$ cat src/rtl/ttIrqPkg.sv
package ttIrqPkg;
  localparam int DEF_SEG_COUNT = 4;
  localparam int DEF_SEG_WIDTH = 4;
  localparam int DEF_FATAL_SEG = 0;

  localparam logic ADDR_STATUS = 1'b0;
  localparam logic ADDR_ENABLE = 1'b1;

  typedef struct packed {
    logic wrStatus;
    logic wrEnable;
  } ctrlStrobes_t;
endpackage

$ cat src/rtl/irqCtrl.sv
module irqCtrl
  import ttIrqPkg::*;
(
  input  logic         clk,
  input  logic         rstN,
  input  logic         regWrEn,
  input  logic         regAddr,
  output ctrlStrobes_t strobes
);
  always_comb begin
    strobes.wrStatus = regWrEn && (regAddr == ADDR_STATUS);
    strobes.wrEnable = regWrEn && (regAddr == ADDR_ENABLE);
  end

  // a single write targets at most one register
  assert_one_target_R6: assert property (@(posedge clk) disable iff (!rstN)
    $onehot0({strobes.wrStatus, strobes.wrEnable}));
endmodule

$ cat src/rtl/irqDatapath.sv
module irqDatapath
  import ttIrqPkg::*;
#(
  parameter int SEG_COUNT = DEF_SEG_COUNT,
  parameter int SEG_WIDTH = DEF_SEG_WIDTH,
  parameter int FATAL_SEG = DEF_FATAL_SEG
) (
  input  logic                           clk,
  input  logic                           rstN,
  input  ctrlStrobes_t                   strobes,
  input  logic [SEG_COUNT*SEG_WIDTH-1:0] eventPulse,
  input  logic                           regAddr,
  input  logic [SEG_COUNT*SEG_WIDTH-1:0] regWrData,
  output logic [SEG_COUNT*SEG_WIDTH-1:0] regRdData,
  output logic                           irqOut,
  output logic                           fatalPending
);
  localparam int VEC_W = SEG_COUNT * SEG_WIDTH;

  logic [VEC_W-1:0] statusQ;
  logic [VEC_W-1:0] enableQ;
  logic [VEC_W-1:0] maskedVec;

  genvar seg;
  generate
    for (seg = 0; seg < SEG_COUNT; seg++) begin : gSeg
      logic [SEG_WIDTH-1:0] keepMask;
      logic [SEG_WIDTH-1:0] segEvents;
      assign segEvents = eventPulse[seg*SEG_WIDTH +: SEG_WIDTH];
      assign keepMask  = strobes.wrStatus ? regWrData[seg*SEG_WIDTH +: SEG_WIDTH]
                                          : {SEG_WIDTH{1'b1}};
      always_ff @(posedge clk or negedge rstN) begin
        if (!rstN) begin
          statusQ[seg*SEG_WIDTH +: SEG_WIDTH] <= '0;
        end else begin
          statusQ[seg*SEG_WIDTH +: SEG_WIDTH] <=
            (statusQ[seg*SEG_WIDTH +: SEG_WIDTH] & keepMask) | segEvents;
        end
      end
    end
  endgenerate

  always_ff @(posedge clk or negedge rstN) begin
    if (!rstN) begin
      enableQ <= '0;
    end else if (strobes.wrEnable) begin
      enableQ <= regWrData;
    end
  end

  assign maskedVec = statusQ & enableQ;

  always_ff @(posedge clk or negedge rstN) begin
    if (!rstN) begin
      irqOut       <= 1'b0;
      fatalPending <= 1'b0;
    end else begin
      irqOut       <= |maskedVec;
      fatalPending <= |maskedVec[FATAL_SEG*SEG_WIDTH +: SEG_WIDTH];
    end
  end

  assign regRdData = (regAddr == ADDR_ENABLE) ? enableQ : statusQ;

  // without a status write no set bit is lost
  assert_sticky_hold_R3: assert property (@(posedge clk) disable iff (!rstN)
    !strobes.wrStatus |=> ((statusQ & $past(statusQ)) == $past(statusQ)));

  // every pulsed bit is set one edge later, whatever the write did
  assert_event_sets_R5: assert property (@(posedge clk) disable iff (!rstN)
    (|eventPulse) |=> ((statusQ & $past(eventPulse)) == $past(eventPulse)));

  // with no events, a status write never creates a set bit
  assert_write_one_inert_R4: assert property (@(posedge clk) disable iff (!rstN)
    (strobes.wrStatus && eventPulse == '0) |=> ((statusQ & ~$past(statusQ)) == '0));

  // the line follows the enabled status with one edge of lag
  assert_irq_lag_R7: assert property (@(posedge clk) disable iff (!rstN)
    1'b1 |=> (irqOut == $past(|(statusQ & enableQ))));

  // a fatal indication is always also an interrupt
  assert_fatal_implies_irq_R8: assert property (@(posedge clk) disable iff (!rstN)
    fatalPending |-> irqOut);
endmodule

$ cat src/rtl/ttIrqVector.sv
module ttIrqVector
  import ttIrqPkg::*;
#(
  parameter int SEG_COUNT = DEF_SEG_COUNT,
  parameter int SEG_WIDTH = DEF_SEG_WIDTH,
  parameter int FATAL_SEG = DEF_FATAL_SEG
) (
  input  logic                           clk,
  input  logic                           rstN,
  input  logic [SEG_COUNT*SEG_WIDTH-1:0] eventPulse,
  input  logic                           regWrEn,
  input  logic                           regAddr,
  input  logic [SEG_COUNT*SEG_WIDTH-1:0] regWrData,
  output logic [SEG_COUNT*SEG_WIDTH-1:0] regRdData,
  output logic                           irqOut,
  output logic                           fatalPending
);
  ctrlStrobes_t strobes;

  irqCtrl uCtrl (
    .clk     (clk),
    .rstN    (rstN),
    .regWrEn (regWrEn),
    .regAddr (regAddr),
    .strobes (strobes)
  );

  irqDatapath #(
    .SEG_COUNT (SEG_COUNT),
    .SEG_WIDTH (SEG_WIDTH),
    .FATAL_SEG (FATAL_SEG)
  ) uDatapath (
    .clk          (clk),
    .rstN         (rstN),
    .strobes      (strobes),
    .eventPulse   (eventPulse),
    .regAddr      (regAddr),
    .regWrData    (regWrData),
    .regRdData    (regRdData),
    .irqOut       (irqOut),
    .fatalPending (fatalPending)
  );
endmodule

$ cat config.mk
export PLATFORM = sky130hd
export DESIGN_NAME = ttIrqVector
export DESIGN_NICKNAME = d
export VERILOG_FILES = /design/src/rtl/ttIrqPkg.sv /design/src/rtl/irqCtrl.sv /design/src/rtl/irqDatapath.sv /design/src/rtl/ttIrqVector.sv
export SDC_FILE = /design/constraint.sdc
export NUM_CORES = 1
export LEC_CHECK = 0
export BUFFER_PORTS_ARGS = -buffer_cell sky130_fd_sc_hd__buf_4
export CAP_MARGIN = 40
export CORE_MARGIN = 5
export CORE_UTILIZATION = 35
export DETAILED_ROUTE_END_ITERATION = 8
export RECOVER_POWER = 50
export SYNTH_ARGS = -nofsm -noshare
export SYNTH_HDL_FRONTEND = slang
export SYNTH_HIERARCHICAL = 1
export SYNTH_SLANG_ARGS = --single-unit
$ cat constraint.sdc
create_clock -name clk -period 3.1 [get_ports clk]
set_input_delay 0.465 -clock clk [delete_from_list [all_inputs] [get_ports clk]]
set_output_delay 0.465 -clock clk [all_outputs]
set_load 0.005 [all_outputs]
======== Word level (Yosys, flattened, before mapping) ========
Cells that the tools add are included.
W data, S select, Z words.
word-level totals
  register bits ........................... 34
  latch bits .............................. 0
  memory bits (writable) .................. 0
  bits in read-only memories .............. 0
  input port bits ......................... 36
  output and inout bits ................... 18
  memories ................................ 0
operators by class
  $add $sub $neg .......................... 0
  multiply operators ...................... 0
  divide/modulo/power cells ............... 0
  order comparisons ....................... 0
  eq/ne operators ......................... 0
  shift operators ......................... 0
  mux-type cells .......................... 5
  bitwise logic cells ..................... 10
  reductions and logical operators ........ 4
operator list
  kind                 number
  $and A16 B16 Y16     1
  $and A4 B4 Y4        4
  $mux W16             1
  $mux W4              4
  $or A4 B4 Y4         4
  $reduce_or A16 Y1    1
  $reduce_or A4 Y1     1
  $logic_and A1 B1 Y1  2
  $not A1 Y1           1

======== Logic depth before layout (Yosys ltp) ========
Gate-level depths: netlist (run 1).
  depth in word-level cells ............... 5
  depth in mapped cells ................... 4
  gate-level depth less buffers ........... 3

======== By module ========
Netlist (run 1), hierarchy kept.
by module, submodules not included
  module       instances  cells an instance  area each (µm²)  seq. area each (µm²)
  irqDatapath  1          113                1679.1           850.8
  irqCtrl      1          2                  16.3             0.0

======== Worst setup path after synthesis (run 1) ========
Ideal clock, no wire load.
  path type ............................... input to output
  from .................................... input port regAddr
  to ...................................... output port regRdData[10]
  arrival time ............................ 1013 ps
  required time ........................... 2635 ps
  path slack .............................. 1622 ps
  stages on the path ...................... 3
  buffers on the path ..................... 2
  path through ............................ buf_6 -> buf_12 -> mux2_4
between the ends
  cells in the longest elaborated chain, start to end .. 1
RTL lines
  what         line               text
  from (decl)  ttIrqVector.sv:12  input logic regAddr,
  $mux W16     irqDatapath.sv:63  assign regRdData = (regAddr == ADDR_ENABLE) ? enableQ : statusQ;
  to (decl)    ttIrqVector.sv:14  output logic [SEG_COUNT*SEG_WIDTH-1:0] regRdData,
No other way between the ends.

==> results of run 1 <==
## report_power, final
group / switching (mW) / total, mW / internal, mW
combinational: 0.0722 / 0.223 / 0.151
sequential: 0.0362 / 0.523 / 0.487
clock: 0.146 / 0.325 / 0.179
## state kept, by name, indices dropped and copies added, names as in the netlist
signal                  flops
uDatapath/statusQ          16
uDatapath/fatalPending      1
uDatapath/irqOut            1
uDatapath/enableQ          16
## cell usage after synthesis
cell | number | area [um2]
a22o_1 | 3 | 26.3
a22oi_1 | 2 | 15.0
nand2b_1 | 16 | 100
buf_12 | 2 | 40.0
a21o_1 | 16 | 120
dfrtp_1 | 34 | 851
nand2_1 | 1 | 3.75
nand4b_1 | 1 | 8.76
buf_6 | 3 | 33.8
mux2_4 | 20 | 300
mux2_2 | 12 | 135
and2_2 | 1 | 7.51
a221oi_2 | 3 | 45.0
and2b_2 | 1 | 8.76
## area by class of cell
type / count / area (um2)
clock buffers: 7 / 86.3
clock inverters: 1 / 5.00
fillers: 446 / 2540
multi-input cells: 76 / 763
flip-flops and latches: 34 / 851
well taps: 67 / 83.8
repair buffers: 53 / 394
## metal layers
layer,vias up,GRT usage [%],wire [um]
met2,35,20.8,1730
met1,546,14.9,1570
li1,525,-,-
met5,-,0,0
met4,0,5.15,40
met3,2,3.16,220
## logic make-up after synthesis
| logic type | share of synthesized area [%] |
|---|---|
| buffers and inverters | 4.35 |
| AO/OA/AOI/OAI | 12.2 |
| AND/OR/NAND/NOR | 7.60 |
| multiplexers | 25.7 |
| flip-flops | 50.2 |
## how the worst max path moves through the flow
stage	from	end	slack (ps)	cells after the start
3_5_place_dp	regAddr	uDatapath/enableQ[12]	1290	3
3_3_place_gp	regAddr	uDatapath/enableQ[12]	1330	3
6_report	rstN	uDatapath/enableQ[14]	1380	1
4_1_cts	regAddr	regRdData[3]	1370	3
5_1_grt	rstN	uDatapath/enableQ[7]	900	1
2_1_floorplan	regAddr	regRdData[10]	1620	3
## metrics by stage
step / cell area, um2 / instances / util [%] / worst slack [ps]
CTS: 2190 / 238 / 46.5 / 1370
floorplan: 1700 / 115 / - / 1620
global route: 2180 / 238 / 46.2 / 900
detailed placement: 2100 / 230 / 44.5 / 1290
finish: 2180 / 238 / 46.2 / 1380
global placement: 2100 / 230 / 44.5 / 1330
==> impl_metrics.toml, run 1 <==
[layout]
drive_gt1_share_pct = 55.0
num-nets-final = 206
mostFrequentLayoutCell = "buf_4"
layout_common_cells = "buf_4 (50), dfrtp_1 (34), mux2_4 (20), nand2b_1 (16), a21o_1 (16)"
antenna_cells = 0
area_growth_pct = 28.8

[place]
place.gp.congestion = 0.762
io_buffers = 53
hpwl_mm = 2.66

[floorplanning]
die_width_um = 79.6
initial_core_util_pct = 35.9
dieArea_um2 = 6340
pin_count = 54
core_um2 = 4720
die_h_um = 79.6
row_count = 25

[sta]
relSlewSlack_pct = -20.7
maxSlewViolCount = 35
tns_ps = 0
finalCritPeriodShare_pct = 55.4
setup_viol = 0
worst_pin_slew_ps = 1810
hold-worst-slack_ps = 360
finalHoldViolations = 0
fin_skew_ps = 4.87
period_needed_ps = 1720
rsz0062_at_grt = "false"
fmax_mhz = 582

[worst_setup_path]
cp.required_ps = 3140
crit_type = "primary input to asynchronous set/reset pin"
r2r-start = "uDatapath/enableQ[12]"
crit_path_end_kind = "asynchronous set/reset pin"
regToRegEndpoint = "uDatapath/irqOut"
slowest_delay_ps = 1270
critPathSlowestCell = "clkbuf_1"
path_cells = "clkbuf_1"
crit_path_start_kind = "primary input"
critPathMaxFanout = 34
worstPathArrival_ps = 1760
cpLargestDelayFamily = "buffers and inverters"
r2r_setup_slack_ps = 1980
reg2regPathDepth = 3
path_buf_inv = 1

[synth]
ys_types = 14
netlist_instances = 115
avgSynthCellArea_um2 = 14.7
ys_seq_elements = 34
yosysWarnings = 6
syn_nets = 151
syn_area_um2 = 1700
synth_seq_area_share_pct = 50.2

[cts]
cts_resized = 0
cts_hold_buffers = 0
post_cts_buffers = 0
root_buffer = "clkbuf_8"
clockBufferDepth = 2
cts_tree = "done"
h-tree-depth = 2
cts.sinks = 34
cts_buffers = 5
insertion_delay_ps = 280
cts.clk_slew.worst_paths_ps = 70

[route]
wl_per_cell_um = 15.0
drtIter0Drc = 29
finalWirelength_mm = 3.56
post_drt_via_cell_ratio = 4.66
vias = 1108
drc = 0
first_pass_iters = 4
postRouteAntennaNets = 0

[power]
power.density_nw_per_um2 = 491
peakVddDrop_v = 0.000149
p_leak_nw = 0.961
power_mw = 1.07

[global_route]
antenna_found_initial = 0
grt_use_total_pct = 12.4
grt_pass1_vias = 1278
grt_start_max_net_pins = 35
grt_pass1_wl_mm = 6.11
gr-total-overflow = 0

[flow_run]
maxCapViolations = 1

[hold_path]
hp-class = "primary input to flop"
min_path_cells = 2
whs_endpoint = "uDatapath/statusQ[11]"
holdCritStartpoint = "eventPulse[11]"

[run_status]
violations = "capacitance limit, slew limit"
status = "finished with violations"
No activity file was read; power rests on OpenSTA's default activity.
==> run 2, diff against run 1 <==
ABC_AREA = 1   (was unset)
clock period = 1.6 ns   (was 3.1 ns; I/O delays follow)
==> run 2 against run 1 <==
Against the previous run: the run now ends clean; sequential cell count stayed put; die area is 2.8% lower; area after synthesis is 3.2% lower; sequential power increased by 87%; total power grew 90%; worst hold slack worse by 220 ps; critical endpoint is now regRdData[5].
==> impl_metrics.toml, run 2 <==
[layout]
largest_registers = "uDatapath/enableQ (16), uDatapath/statusQ (16)"
finish.utilization_pct = 47.2
num-nets-final = 303
drive_gt1_share_pct = 28.7
layout_common_cells = "nand2_1 (59), buf_4 (54), inv_1 (41), dfrtp_1 (34), o21ai_0 (32)"
mostFrequentLayoutCell = "nand2_1"
area_growth_pct = 33.2
antenna_cells = 0

[sta]
maxSlewViolCount = 0
finalCritPeriodShare_pct = 77.8
hold-worst-slack_ps = 136
fmax_mhz = 804
timing.final.ws_setup_ps = 356
fin_skew_ps = 8.71
tns_ps = 0
relSlewSlack_pct = 42.9
setup_viol = 0
rsz0062_at_grt = "false"
worst_pin_slew_ps = 856
finalHoldViolations = 0
period_needed_ps = 1240

[worst_setup_path]
path_buf_inv = 1
critPathSlowestCell = "dfrtp_1"
crit_path_start_kind = "flop"
critPathMaxFanout = 3
worstPathArrival_ps = 1000
crit_path_end_kind = "primary output"
path_cells = "nor2_1 -> a21oi_2 -> buf_4"
slowest_delay_ps = 400
cp.required_ps = 1360
cpLargestDelayFamily = "flip-flops"
crit_type = "flop to primary output"

[place]
dpl_worst_slack_ps = 319
hpwl_mm = 2.66
place.gp.congestion = 0.709
io_buffers = 53

[route]
finalWirelength_mm = 3.60
drc = 0
first_pass_iters = 4
wl_per_cell_um = 11.2
postRouteAntennaNets = 0
vias = 1406
post_drt_via_cell_ratio = 4.37
drtIter0Drc = 57

[run_status]
status = "complete, no violations"

[synth]
ys_seq_elements = 34
synth-xor-area-share_pct = 0
synth-adder-area-share_pct = 0
synth_edf_count = 0
ys_types = 13
ys_top_cells_by_count = "nand2_1 (59), inv_1 (41), dfrtp_1 (34)"
yosysMostFrequentCell = "nand2_1"
syn_area_um2 = 1640
synthArstFlopShare_pct = 100
synth_compound_area_share_pct = 17.6
synth_seq_area_share_pct = 51.8
synth_top_cell_by_area = "dfrtp_1"
yosys.area.top_type_share_pct = 51.8
yosysWarnings = 6
syn_nets = 245
ys_top_cells_by_area = "dfrtp_1 (52%), nand2_1 (13%), o21ai_0 (9.8%)"
synth_top_family_by_area = "simple AND/OR/NAND/NOR gates"
synthMuxAreaShare_pct = 0
netlist_instances = 209
avgSynthCellArea_um2 = 7.85
synth_flop_cell = "dfrtp_1"
synthSimpleGateAreaFrac_pct = 18.4

[floorplanning]
die_width_um = 78.5
initial_core_util_pct = 35.5
pin_count = 54
die_h_um = 78.5
row_count = 25
core_um2 = 4630
dieArea_um2 = 6160

[power]
seqPwrFrac_pct = 47.8
p_leak_nw = 1.10
p_comb_share_pct = 20.0
power.switching_mw = 0.557
p_sw_share_pct = 27.3
p_clk_share_pct = 32.1
peakVddDrop_v = 0.000437
power.density_nw_per_um2 = 933
internal_power_mw = 1.48

[global_route]
grt_pass1_vias = 1358
grt_pass1_wl_mm = 6.07
grt_start_max_net_pins = 35
gr-total-overflow = 0
grt_use_total_pct = 12.5
antenna_found_initial = 0

[cts]
cts_tree = "done"
insertion_delay_ps = 280
cts_hold_buffers = 1
root_buffer = "clkbuf_8"
cts_resized = 0
h-tree-depth = 2
cts.clk_slew.worst_paths_ps = 70
clockBufferDepth = 2
cts.sinks = 34
post_cts_buffers = 0
cts_buffers = 5

[hold_path]
hp-class = "primary input to flop"

[flow_run]
maxCapViolations = 0
[run 2: cell count changes in the layout (fill, tap and decap cells not counted), moves of 12 or more]
| cell | delta |
|---|---|
| o21ai_0 | +32 |
| a21o_1 | -16 |
| a21oi_2 | +13 |
| mux2_2 | -12 |
| mux2_4 | -20 |
| nand2b_1 | -16 |
| nand2_1 | +58 |
| nor2_1 | +18 |
| inv_1 | +41 |
[run 2: area by class of cell]
| class | count | area (um2) |
|---|---|---|
| well taps | 54 | 67.6 |
| inverters | 41 | 154 |
| clock inverters | 2 | 12.5 |
| repair buffers | 58 | 428 |
| flip-flops and latches | 34 | 851 |
| fillers | 501 | 2440 |
| multi-input cells | 127 | 591 |
| clock buffers | 6 | 82.6 |
[run 2: final timing paths]
kind / start / end / slack [ps] / cells after the start
worst max register to register: uDatapath/statusQ[8] / uDatapath/irqOut / 670 / 6
min in group asynchronous: rstN / uDatapath/statusQ[3] / 600 / 2
worst min register to register: uDatapath/statusQ[15] / uDatapath/statusQ[15] / 520 / 2
worst max-delay path: uDatapath/statusQ[5] / regRdData[5] / 360 / 3
worst min-delay path: eventPulse[9] / uDatapath/statusQ[9] / 140 / 3
max in group asynchronous: rstN / uDatapath/statusQ[14] / 460 / 2
[run 2: power by group through the flow]
stage / Sequential [mW] / Clock, mW / Combinational (mW)
global placement: 0.991 / 0 / 0.414
floorplan: 0.985 / 0 / 0.215
global route: 0.987 / 0.718 / 0.474
detailed placement: 0.993 / 0 / 0.419
finish: 0.976 / 0.655 / 0.409
CTS: 0.976 / 0.693 / 0.423
[run 2: cell families after synthesis]
family          after synthesis
compound gates               48
buf+inv                      48
flops                        34
simple gates                 79
[run 2: metal layers]
layer | wire length [um] | GRT usage [%]
met2 | 1630 | 19.9
met3 | 250 | 4.82
met4 | 15 | 3.15
met1 | 1710 | 16.0
met5 | 0 | 0
[run 2: worst register-to-register path, delay by kind of cell, from the launching register on]
kind	cells	cell delay, ps
buffers and inverters	1	40
flip-flops	1	400
AND/OR/NAND/NOR	5	360
[run 2: stage by stage]
step                instances  total power [mW]  cell area (um2)
detailed placement        313              1.41             2090
floorplan                 209              1.20             1640
global route              322              2.18             2190
global placement          313              1.41             2090
CTS                       322              2.09             2200
finish                    322              2.04             2190
==> run 3, diff against run 2 <==
clock period = 1.2 ns   (was 1.6 ns; I/O delays follow)
==> run 3 against run 2 <==
Against the previous run: combinational power up 39%; setup slack lost 320 ps; critical path depth stayed put; count of clock-buffer cells in the layout shrank 1; register-to-register slack got worse by 520 ps; first-iteration DRC count is 5.3% lower; via count is 2.3% higher; worst hold slack got worse by 66 ps; highest routed layer unchanged.
==> impl_metrics.toml, run 3 (same netlist as run 2, synthesis figures left out) <==
[hold_path]
hp-class = "primary input to flop"
holdCritStartpoint = "eventPulse[4]"
min_path_cells = 3
whs_endpoint = "uDatapath/statusQ[4]"

[sta]
tns_ps = 0
worst_pin_slew_ps = 758
relSlewSlack_pct = 49.4
rsz0062_at_grt = "true"
period_needed_ps = 1160
hold-worst-slack_ps = 69.6
maxSlewViolCount = 0
finalCritPeriodShare_pct = 96.9
timing.final.ws_setup_ps = 36.7
finalHoldViolations = 0
fmax_mhz = 860
fin_skew_ps = 3.87
setup_viol = 0

[layout]
fillCellCount = 482
finish.utilization_pct = 49.1
drive_gt1_share_pct = 33.3
area_growth_pct = 38.3
antenna_cells = 0
largest_registers = "uDatapath/enableQ (16), uDatapath/statusQ (16)"
layout_common_cells = "buf_4 (59), nand2_1 (59), inv_1 (40), dfrtp_1 (34), o21ai_0 (32)"
num-nets-final = 308

[worst_setup_path]
crit_path_start_kind = "flop"
path_buf_inv = 1
crit_path_end_kind = "primary output"
critPathSlowestCell = "dfrtp_1"
r2r-start = "uDatapath/statusQ[8]"
regToRegEndpoint = "uDatapath/irqOut"
reg2regPathDepth = 7
cpLargestDelayFamily = "flip-flops"
crit_type = "flop to primary output"
slowest_delay_ps = 400
worstPathArrival_ps = 980
path_cells = "nor2_1 -> a21oi_2 -> buf_4"
r2r_setup_slack_ps = 150
critPathMaxFanout = 3
cp.required_ps = 1020

[cts]
cts.sinks = 34
h-tree-depth = 2
insertion_delay_ps = 290
root_buffer = "clkbuf_8"
cts.clk_slew.worst_paths_ps = 70
clockBufferDepth = 2
cts_tree = "done"
cts_buffers = 5

[floorplanning]
pin_count = 54
row_count = 25
die_h_um = 78.5
die_width_um = 78.5
initial_core_util_pct = 35.5
core_um2 = 4630
dieArea_um2 = 6160

[global_route]
grt_use_total_pct = 13.1
grt_pass1_vias = 1397
gr-total-overflow = 0
antenna_found_initial = 0
grt_start_max_net_pins = 35
grt_pass1_wl_mm = 6.23

[place]
dpl_worst_slack_ps = 57.7
hpwl_mm = 2.77
io_buffers = 53
place.gp.congestion = 0.726

[route]
vias = 1439
wl_per_cell_um = 11.4
post_drt_via_cell_ratio = 4.40
first_pass_iters = 4
drc = 0
finalWirelength_mm = 3.73
drtIter0Drc = 54
postRouteAntennaNets = 0

[flow_run]
maxCapViolations = 0

[power]
peakVddDrop_v = 0.000614
power.density_nw_per_um2 = 1280
p_leak_nw = 1.15
power_mw = 2.90

[run_status]
status = "complete, no violations"
[run 3: cell types whose count changed in the layout (fill, tap and decap cells not counted), moves of 2 or more]
cell      delta
buf_4        +5
nor2_1       -5
nor2_2       +5
clkbuf_1     -2
[run 3: power breakdown]
part           total, mW  internal [mW]  leakage, nW  switching [mW]
sequential          1.31           1.25        0.367          0.0579
combinational      0.568          0.287        0.728           0.281
clock               1.02          0.611       0.0579           0.413
[run 3: area by class of cell]
type | count | area, um2 | share of cell area [%]
clock buffer | 5 | 68.8 | 3.03
timing repair buffer | 63 | 483 | 21.3
tap | 54 | 67.6 | 2.98
inverter | 41 | 154 | 6.78
sequential | 34 | 851 | 37.5
clock inverter | 3 | 40.0 | 1.76
multi-input combinational | 127 | 607 | 26.7
[run 3: stage by stage]
stage	instances	instance area, um2
floorplan	209	1640
global placement	313	2100
detailed placement	313	2100
CTS	322	2220
global route	327	2270
finish	327	2270
[run 3: what timing repair did]
action,4_1_cts,5_1_grt
endpoints found under the hold margin,34,0
hold buffers,1,0
resized for setup,0,7
setup buffers,0,5
endpoints found under the setup margin,0,16
[run 3: worst max path at each step]
stage	startpoint	end	cells past startpoint	slack (ps)
after floorplan	uDatapath/statusQ[0]	uDatapath/irqOut	6	390
after global placement	regAddr	uDatapath/statusQ[7]	5	80
after detailed placement	regAddr	uDatapath/statusQ[7]	5	60
after CTS	uDatapath/statusQ[3]	regRdData[3]	3	10
after global routing	uDatapath/statusQ[11]	regRdData[11]	3	-20
final	uDatapath/statusQ[3]	regRdData[3]	3	40
[run 3: worst reg2reg max path, cell delays in order (launching register included)]
cell,delay (ps)
dfrtp_1,390
buf_4,140
nand2_1,60
nand2_1,60
inv_1,50
nand2_1,40
nor2_1,140
nand2_1,60
[run 3: layer usage]
layer  part of all wire, %  GRT usage, %  routed length (um)  vias up
li1                      -             -                   -      756
met1                    44          15.2                1660      641
met2                    47          21.7                1760       36
met3                   6.8          5.73                 255        6
met4                   1.4          4.72                  54        0
met5                     0             0                   0        -
